File: src/rtl/pin_irq_pkg.sv
// Shared types for the pin interrupt trigger detector.
package pin_irq_pkg;
    typedef enum logic [1:0] {
        POL_HIGH = 2'b00,
        POL_LOW  = 2'b01,
        POL_BOTH = 2'b10,
        POL_NONE = 2'b11
    } pol_e;

    // Write word as presented on the configuration bus, bit 7 down to bit 0.
    typedef struct packed {
        logic clr_wake;
        logic clr_irq;
        logic wake_en;
        logic unmask;
        logic irq_en;
        pol_e pol;
        logic trig_level;
    } cfg_word_t;

    // Stored per-pin configuration (clear strobes are not stored).
    typedef struct packed {
        logic wake_en;
        logic unmask;
        logic irq_en;
        pol_e pol;
        logic trig_level;
    } pin_cfg_t;
endpackage

File: src/rtl/pin_trig_cfg.sv
// Holds the configuration of one pin.
// Assumes the write strobe is already decoded to this pin; the clear strobes are dropped here.
module pin_trig_cfg
    import pin_irq_pkg::*;
(
    input  logic      clk,
    input  logic      rst_n,
    input  logic      wr_hit,
    input  cfg_word_t wdata,
    output pin_cfg_t  cfg
);
    // Capture a new configuration on a write addressed to this pin.
    always_ff @(posedge clk) begin
        if (!rst_n) begin
            cfg <= '0;
        end else if (wr_hit) begin
            cfg.trig_level <= wdata.trig_level;
            cfg.pol        <= wdata.pol;
            cfg.irq_en     <= wdata.irq_en;
            cfg.unmask     <= wdata.unmask;
            cfg.wake_en    <= wdata.wake_en;
        end
    end
endmodule

File: src/rtl/pin_trig_detect.sv
// Decides, for one pin, whether the configured trigger condition holds this cycle.
// Assumes the level is already filtered and synchronous to clk.
module pin_trig_detect
    import pin_irq_pkg::*;
(
    input  logic clk,
    input  logic rst_n,
    input  logic level,
    input  logic trig_level,
    input  pol_e pol,
    output logic hit
);
    logic prev_level;

    // Remember the level sampled at the previous edge for edge detection.
    always_ff @(posedge clk) begin
        if (!rst_n) prev_level <= 1'b0;
        else        prev_level <= level;
    end

    // Decode the trigger from mode, polarity, current and previous level.
    always_comb begin
        hit = 1'b0;
        if (trig_level) begin
            case (pol)
                POL_HIGH: hit = level;
                POL_LOW:  hit = !level;
                default:  hit = 1'b0;
            endcase
        end else begin
            case (pol)
                POL_HIGH: hit = level && !prev_level;
                POL_LOW:  hit = !level && prev_level;
                POL_BOTH: hit = level ^ prev_level;
                default:  hit = 1'b0;
            endcase
        end
    end
endmodule

File: src/rtl/pin_trig_status.sv
// Sticky interrupt and wake status of one pin with write-one-to-clear.
// Assumes the armed input already combines enable and filter readiness; set wins over clear.
module pin_trig_status (
    input  logic clk,
    input  logic rst_n,
    input  logic hit,
    input  logic armed,
    input  logic wake_en,
    input  logic clr_irq,
    input  logic clr_wake,
    output logic irq_sts,
    output logic wake_sts
);
    logic set_irq;
    logic set_wake;

    // Only an armed pin may record a trigger.
    always_comb begin
        set_irq  = hit && armed;
        set_wake = set_irq && wake_en;
    end

    // Update the sticky status bits.
    always_ff @(posedge clk) begin
        if (!rst_n) begin
            irq_sts  <= 1'b0;
            wake_sts <= 1'b0;
        end else begin
            irq_sts  <= set_irq  || (irq_sts  && !clr_irq);
            wake_sts <= set_wake || (wake_sts && !clr_wake);
        end
    end
endmodule

File: src/rtl/pin_irq_detector.sv
// Array of per-pin interrupt trigger detectors with a combined pending output.
// Assumes pin levels are filtered and synchronous; one pin is configured per write.
module pin_irq_detector
    import pin_irq_pkg::*;
#(
    parameter int NPINS = 4,
    localparam int SEL_W = (NPINS > 1) ? $clog2(NPINS) : 1
) (
    input  logic             clk,
    input  logic             rst_n,
    input  logic [NPINS-1:0] pin_level,
    input  logic [NPINS-1:0] filt_ready,
    input  logic             cfg_we,
    input  logic [SEL_W-1:0] cfg_sel,
    input  logic [7:0]       cfg_wdata,
    output logic [NPINS-1:0] irq_sts,
    output logic [NPINS-1:0] wake_sts,
    output logic [NPINS-1:0] en_rb,
    output logic [NPINS-1:0] pin_pending,
    output logic             pending_any
);
    cfg_word_t word;
    assign word = cfg_word_t'(cfg_wdata);

    for (genvar i = 0; i < NPINS; i++) begin : g_pin
        logic     wr_hit;
        logic     hit;
        pin_cfg_t cfg;

        assign wr_hit = cfg_we && (cfg_sel == SEL_W'(i));

        pin_trig_cfg u_cfg (
            .clk   (clk),
            .rst_n (rst_n),
            .wr_hit(wr_hit),
            .wdata (word),
            .cfg   (cfg)
        );

        pin_trig_detect u_det (
            .clk       (clk),
            .rst_n     (rst_n),
            .level     (pin_level[i]),
            .trig_level(cfg.trig_level),
            .pol       (cfg.pol),
            .hit       (hit)
        );

        pin_trig_status u_sts (
            .clk     (clk),
            .rst_n   (rst_n),
            .hit     (hit),
            .armed   (en_rb[i]),
            .wake_en (cfg.wake_en),
            .clr_irq (wr_hit && word.clr_irq),
            .clr_wake(wr_hit && word.clr_wake),
            .irq_sts (irq_sts[i]),
            .wake_sts(wake_sts[i])
        );

        // Readback and request of this pin.
        always_comb begin
            en_rb[i]       = cfg.irq_en && filt_ready[i];
            pin_pending[i] = cfg.unmask && (irq_sts[i] || wake_sts[i]);
        end
    end

    assign pending_any = |pin_pending;
endmodule

File: config.mk
export PLATFORM = sky130hd
export DESIGN_NAME = pin_irq_detector
export DESIGN_NICKNAME = d
export VERILOG_FILES = /design/src/rtl/pin_irq_pkg.sv /design/src/rtl/pin_trig_cfg.sv /design/src/rtl/pin_trig_detect.sv /design/src/rtl/pin_trig_status.sv /design/src/rtl/pin_irq_detector.sv
export SDC_FILE = /design/constraint.sdc
export NUM_CORES = 1
export LEC_CHECK = 0
export ABC_AREA = 0
export BUFFER_PORTS_ARGS = -buffer_cell sky130_fd_sc_hd__buf_2
export CAP_MARGIN = 20
export CORE_AREA = 4 4 62 64
export CTS_BUF_LIST = sky130_fd_sc_hd__clkbuf_4
export DETAILED_ROUTE_END_ITERATION = 10
export DIE_AREA = 0 0 66 68
export GPL_TIMING_DRIVEN = 0
export PLACE_DENSITY = 0.83
export SLEW_MARGIN = 5
export SYNTH_ARGS = -nofsm -noshare
export SYNTH_HDL_FRONTEND = slang
export SYNTH_HIERARCHICAL = 1
export SYNTH_SLANG_ARGS = --single-unit
File: constraint.sdc
create_clock -name clk -period 1.6 [get_ports clk]
set_input_delay 0.4 -clock clk [delete_from_list [all_inputs] [get_ports clk]]
set_output_delay 0.4 -clock clk [all_outputs]
set_load 0.02 [all_outputs]
==> results.json, run 1 <==
{
  "antenna_cells": 0,
  "cts_num_sinks": 36,
  "setup_viol": 1,
  "finalHoldViolations": 0,
  "synth_top_cell_area_share_pct": 40.6,
  "syn_area_per_cell_um2": 9.60,
  "p_leak_nw": 0.871,
  "endpoint_kind": "primary output",
  "clk_latency_ns": 0.34,
  "syn_nets": 214,
  "gp_congestion": 0.793,
  "rr_endpoint": "g_pin[2].u_sts/wake_sts$_SDFF_PN0_",
  "relSlewSlack_pct": 62.5,
  "yosysUniqueCellTypes": 21,
  "wl_per_cell_um": 12.4,
  "cpPeakStageDelay_ns": 0.53,
  "clk_pin_slew_worst_paths_ns": 0.11,
  "place_hpwl_um": 2510,
  "slowest_stage": "or4_4",
  "rsz0062_at_grt": "yes",
  "grt_pass1_vias": 1380,
  "die_h_um": 68,
  "worstSetupStartpoint": "g_pin[0].u_sts/irq_sts$_SDFF_PN0_",
  "cp.depth": 3,
  "fin_setup_tns_ns": -0.361,
  "fin_crit_ns": 1.96,
  "coreArea_um2": 3280,
  "met2_usage_pct": 28.8,
  "power_mw": 1.59,
  "drc": 0,
  "ys_ff_latch": 36,
  "worstSetupPathType": "reg -> out",
  "area_growth_pct": 18.3,
  "dieWidth_um": 66,
  "clockBufferDepth": 2,
  "worst_path_dominant_cell_family": "simple AND/OR/NAND/NOR gates",
  "vias": 1390,
  "cts_max_level": 2,
  "grt_use_met1_pct": 21.8,
  "drt-initial-drc-count": 53,
  "io_buffers": 37,
  "via_per_inst": 5.00,
  "synth_area_leaders": "dfxtp_1 41%, mux2i_1 14%, nor2b_1 11%, and2_1 5.6%, ha_1 5.6%",
  "synth.yosys.seq_area_share_pct": 40.6,
  "initial_core_util_pct": 54.1,
  "stdcell_area_um2": 2100,
  "dpl.cell_count": 268,
  "path_buf_inv": 1,
  "grt.busiest_layer": "met2",
  "netlist_area_um2": 1780,
  "firstDrtPassIters": 4,
  "final_nets": 260,
  "fmax_ghz": 0.510,
  "cts_buffers": 5,
  "powerDensity_nw_per_um2": 758,
  "ys_warn_count": 6,
  "place_ws_ns": 0.00640,
  "ctsHoldBuffers": 0,
  "min_path_type": "in -> reg",
  "cts_root_buffer": "clkbuf_4",
  "ant_nets": 0,
  "grt_max_degree": 41,
  "critPathLaunchType": "flip-flop",
  "utilization_pct": 64.0,
  "vdd_drop_max_uv": 620,
  "antenna_found_initial": 0,
  "final-max-slew-violation-count": 0,
  "crit_end": "pending_any",
  "die_area_um2": 4490,
  "grt_overflow": 0,
  "worstPathMaxFanout": 2,
  "cts_tree": "yes",
  "holdWs_ns": 0.307,
  "r2r_slack_ns": 0.34,
  "timing.rr.start": "g_pin[2].u_det/prev_level$_SDFF_PN0_",
  "timing.final.crit_share_pct": 123,
  "postPlaceCellArea_um2": 2030,
  "max_slew.worst_pin.slew_ns": 0.563,
  "synth_top_area_cell": "dfxtp_1",
  "cp.arrival_ns": 1.56,
  "skew_ns": 0.00754,
  "maxCapViolations": 0,
  "synthCells": 185,
  "status": "finished with violations",
  "rows": 21,
  "grt_pass1_wl_um": 6020,
  "reg2regPathDepth": 6,
  "grt_usage_pct": 17.8,
  "routed_wl_um": 3430,
  "violations": "setup timing",
  "ios": 38,
  "path_cells": "o21a_2 > or4_4 > buf_6",
  "fillers": 292,
  "layout-drive-gt1-share_pct": 24.1,
  "critPathRequiredTime_ns": 1.20,
  "layout.cells.non_filler": 278,
  "grt_use_met3_pct": 5.75,
  "fin_ws_ns": -0.361
}
==> Yosys cell counts (all sizes together) <==
cell and n:
a21boi 4, nand2b 4, nor2 4, o2111ai 4, nand2 12, o21a 4, and3 1, ha 8
o311ai 4, dfxtp 36, nand3b 4, buf 4, nor3b 1, inv 12, and2 16, and3b 2
or4 1, mux2i 24, o21ai 8, nor2b 32
==> power breakdown <==
part           switching, mW  leakage, nW  internal (mW)  total (mW)
logic                 0.0907        0.544         0.0954       0.186
clock network          0.302       0.0324          0.161       0.463
registers             0.0191        0.294          0.923       0.942
==> repair_timing <==
| item | 4_1_cts | 5_1_grt |
|---|---|---|
| setup endpoints to repair | 1 | 1 |
| resized for setup | 2 | 0 |
| pin swaps | 0 | 0 |
| setup buffers | 2 | 0 |
==> how the worst min path moves through the flow <==
| stage | from | end | slack (ns) | depth (start not counted) |
|---|---|---|---|---|
| floorplan | g_pin[0].u_cfg/cfg[5]$_SDFFE_PN0P_ | g_pin[0].u_sts/wake_sts$_SDFF_PN0_ | 0.43 | 2 |
| detailed placement | g_pin[0].u_cfg/cfg[5]$_SDFFE_PN0P_ | g_pin[0].u_sts/wake_sts$_SDFF_PN0_ | 0.45 | 2 |
| CTS | pin_level[0] | g_pin[0].u_det/prev_level$_SDFF_PN0_ | 0.29 | 2 |
| global placement | g_pin[0].u_cfg/cfg[5]$_SDFFE_PN0P_ | g_pin[0].u_sts/wake_sts$_SDFF_PN0_ | 0.44 | 2 |
| global route | pin_level[2] | g_pin[2].u_det/prev_level$_SDFF_PN0_ | 0.30 | 2 |
| finish | pin_level[0] | g_pin[0].u_det/prev_level$_SDFF_PN0_ | 0.31 | 2 |
==> registers in the layout, summed over array words and instances, names as in the netlist <==
name                    count
g_pin.u_cfg/cfg            24
g_pin.u_det/prev_level      4
g_pin.u_sts/irq_sts         4
g_pin.u_sts/wake_sts        4
==> cells by family (layout without fill, tap and decap cells) <==
kind of cell             count (synthesis)  count (layout)  share of synthesized area (%)
AO/OA/AOI/OAI                           24              24                           9.58
AND/OR/NAND/NOR                         77              77                           25.6
flip-flops                              36              36                           40.6
multiplexers                            24              24                           13.5
adder cells (fa/ha/maj)                  8               8                           5.64
buffers and inverters                   16              63                           5.07
==> final cells by class <==
type	count	area (um2)	area share (%)
inverter	12	45.0	2.14
multi-input combinational	133	971	46.2
timing repair buffer	39	206	9.83
buffer	4	45.0	2.14
clock inverter	3	13.8	0.655
sequential	36	724	34.5
clock buffer	5	37.5	1.79
tap	46	57.6	2.74
==> layout by cell type, fill, tap and decap left out <==
| cell type | Yosys | routed |
|---|---|---|
| o2111ai_1 | 4 | 4 |
| nor2b_1 | 32 | 32 |
| buf_2 | 0 | 36 |
| nor2_1 | 4 | 4 |
| o21ai_1 | 4 | 4 |
| and3b_1 | 2 | 2 |
| mux2i_1 | 24 | 24 |
| a21boi_1 | 4 | 4 |
| nor3b_1 | 1 | 1 |
| nand2_1 | 12 | 12 |
| or4_4 | 0 | 1 |
| nand3b_1 | 4 | 4 |
| clkinv_1 | 0 | 1 |
| ha_1 | 8 | 8 |
| o21a_2 | 0 | 2 |
| o311ai_1 | 4 | 4 |
| dfxtp_1 | 36 | 33 |
| inv_1 | 12 | 12 |
| clkinv_2 | 0 | 2 |
| dfxtp_2 | 0 | 3 |
| o21ai_0 | 4 | 4 |
| buf_6 | 4 | 5 |
| and2_1 | 16 | 16 |
| and3_1 | 1 | 1 |
| nand2b_1 | 4 | 4 |
| buf_4 | 0 | 2 |
| o21a_1 | 4 | 2 |
| clkbuf_4 | 0 | 5 |
==> per-layer routing <==
metal / up-vias / routed length, um
met5: - / 0
met4: 0 / 82
met3: 7 / 235
met2: 40 / 1520
met1: 632 / 1600
li1: 711 / -
Power figures use the tool's default switching activity.
==> run 2, diff against run 1 <==
--- a/config.mk
+++ b/config.mk
@@ -16,2 +16,4 @@
 export PLACE_DENSITY = 0.83
+export SKIP_CTS_REPAIR_TIMING = 1
+export SKIP_LAST_GASP = 1
 export SLEW_MARGIN = 5
==> constraint.sdc (replaced) <==
create_clock -name clk -period 1.6 [get_ports clk]
set_input_delay 0.16 -clock clk [delete_from_list [all_inputs] [get_ports clk]]
set_output_delay 0.16 -clock clk [all_outputs]
set_load 0.02 [all_outputs]
==> run 2 against run 1 <==
The run still ends with setup timing left. Total power is 1.9% higher. Clock-buffer cell count grew 2. Fmax increased by 15%. Combinational power about the same. Largest power group unchanged.
==> results.json, run 2 (synthesis gave the netlist of run 1 again) <==
{
  "status": "finished with violations",
  "violations": "setup timing",
  "rsz0062_at_grt": "yes",
  "final-max-slew-violation-count": 0,
  "cts_max_level": 2,
  "finalHoldViolations": 0,
  "routed_wl_um": 3500,
  "critPathRequiredTime_ns": 1.44,
  "ant_nets": 0,
  "holdWs_ns": 0.0772,
  "die_h_um": 68,
  "fin_setup_tns_ns": -0.110,
  "worstPathMaxFanout": 3,
  "vdd_drop_max_uv": 537,
  "clk_latency_ns": 0.34,
  "place_hpwl_um": 2560,
  "grt_overflow": 0,
  "powerDensity_nw_per_um2": 775,
  "clockBufferDepth": 2,
  "cts_buffers": 5,
  "clk_pin_slew_worst_paths_ns": 0.11,
  "io_buffers": 37,
  "grt_pass1_wl_um": 5710,
  "maxCapViolations": 0,
  "die_area_um2": 4490,
  "critPathLaunchType": "flip-flop",
  "final_cell_mix": "36 x buf_2, 32 x nor2b_1, 32 x dfxtp_1",
  "firstDrtPassIters": 4,
  "final_common_cell": "buf_2",
  "min_path_type": "in -> reg",
  "wl_per_cell_um": 12.6,
  "antenna_cells": 0,
  "drt-initial-drc-count": 66,
  "cts_num_sinks": 36,
  "coreArea_um2": 3280,
  "drc": 0,
  "p_leak_nw": 0.867,
  "grt_pass1_vias": 1270,
  "cts_root_buffer": "clkbuf_4",
  "fmax_ghz": 0.585,
  "max_slew.worst_pin.slew_ns": 0.549,
  "cp.arrival_ns": 1.55,
  "worstSetupPathType": "reg -> out",
  "timing.final.crit_share_pct": 107,
  "area_growth_pct": 17.9,
  "gp_congestion": 0.803,
  "fin_crit_ns": 1.71,
  "cts_tree": "yes",
  "setup_viol": 1,
  "top_register": "g_pin.u_cfg/cfg",
  "grt_max_degree": 41,
  "fin_ws_ns": -0.110,
  "skew_ns": 0.0136,
  "antenna_found_initial": 0,
  "final_nets": 259,
  "via_per_inst": 4.99,
  "rows": 21,
  "largest_register_ff_count": 24,
  "dieWidth_um": 66,
  "ios": 38,
  "grt_usage_pct": 16.9,
  "vias": 1382,
  "initial_core_util_pct": 54.1,
  "layout-drive-gt1-share_pct": 22.9,
  "endpoint_kind": "primary output",
  "relSlewSlack_pct": 63.4
}
-- run 2: changes by cell type in the layout (fill, tap and decap cells not counted), sizes merged --
cell,before,now
clkinv,3,1
buf,43,42
clkbuf,5,7
-- run 2: layer usage --
metal	share of wire, %	track usage, %	vias to the layer above
met3	6.4	4.60	5
li1	-	-	719
met2	45	27.2	36
met5	0	0	-
met4	1.5	7.11	0
met1	47	21.5	622
-- run 2: report_power, final --
group          switching (mW)  internal [mW]  leakage [nW]
clock                   0.289          0.203        0.0338
combinational          0.0920         0.0948         0.538
sequential             0.0194          0.923         0.295
total                   0.401           1.22         0.867
-- run 2: path summary, 6_finish.rpt --
check / slack, ns / depth (start not counted) / start / to
worst max-delay path: -0.11 / 3 / g_pin[3].u_sts/irq_sts$_SDFF_PN0_ / pending_any
worst min register to register: 0.47 / 2 / g_pin[3].u_cfg/cfg[5]$_SDFFE_PN0P_ / g_pin[3].u_sts/wake_sts$_SDFF_PN0_
worst min-delay path: 0.08 / 2 / pin_level[0] / g_pin[0].u_det/prev_level$_SDFF_PN0_
worst max register to register: 0.37 / 6 / g_pin[1].u_det/prev_level$_SDFF_PN0_ / g_pin[1].u_sts/wake_sts$_SDFF_PN0_
-- run 2: worst max-delay path: stages, from the launching register on --
cell and delay, ns:
dfxtp_2 0.34, o21a_1 0.19, or4_1 0.54, buf_6 0.15
-- run 2: through the flow --
step           instance area [um2]  worst slack [ns]  util, %  power, mW  instances
2_1_floorplan                 1780             0.137        -       1.07        185
3_3_place_gp                  2020             0.278     61.4       1.14        268
3_5_place_dp                  2020             0.266     61.4       1.15        268
4_1_cts                       2070            -0.107     63.2       1.64        276
5_1_grt                       2090            -0.157     63.7       1.71        277
6_report                      2090            -0.110     63.7       1.62        277
-- run 2: final cells by class --
type | instances | area, um2
inverters | 12 | 45.0
repair buffers | 38 | 199
flip-flops and latches | 36 | 726
clock inverters | 1 | 3.75
well taps | 46 | 57.6
plain buffers | 4 | 45.0
fillers | 299 | 1190
multi-input cells | 133 | 965
clock buffers | 7 | 52.6
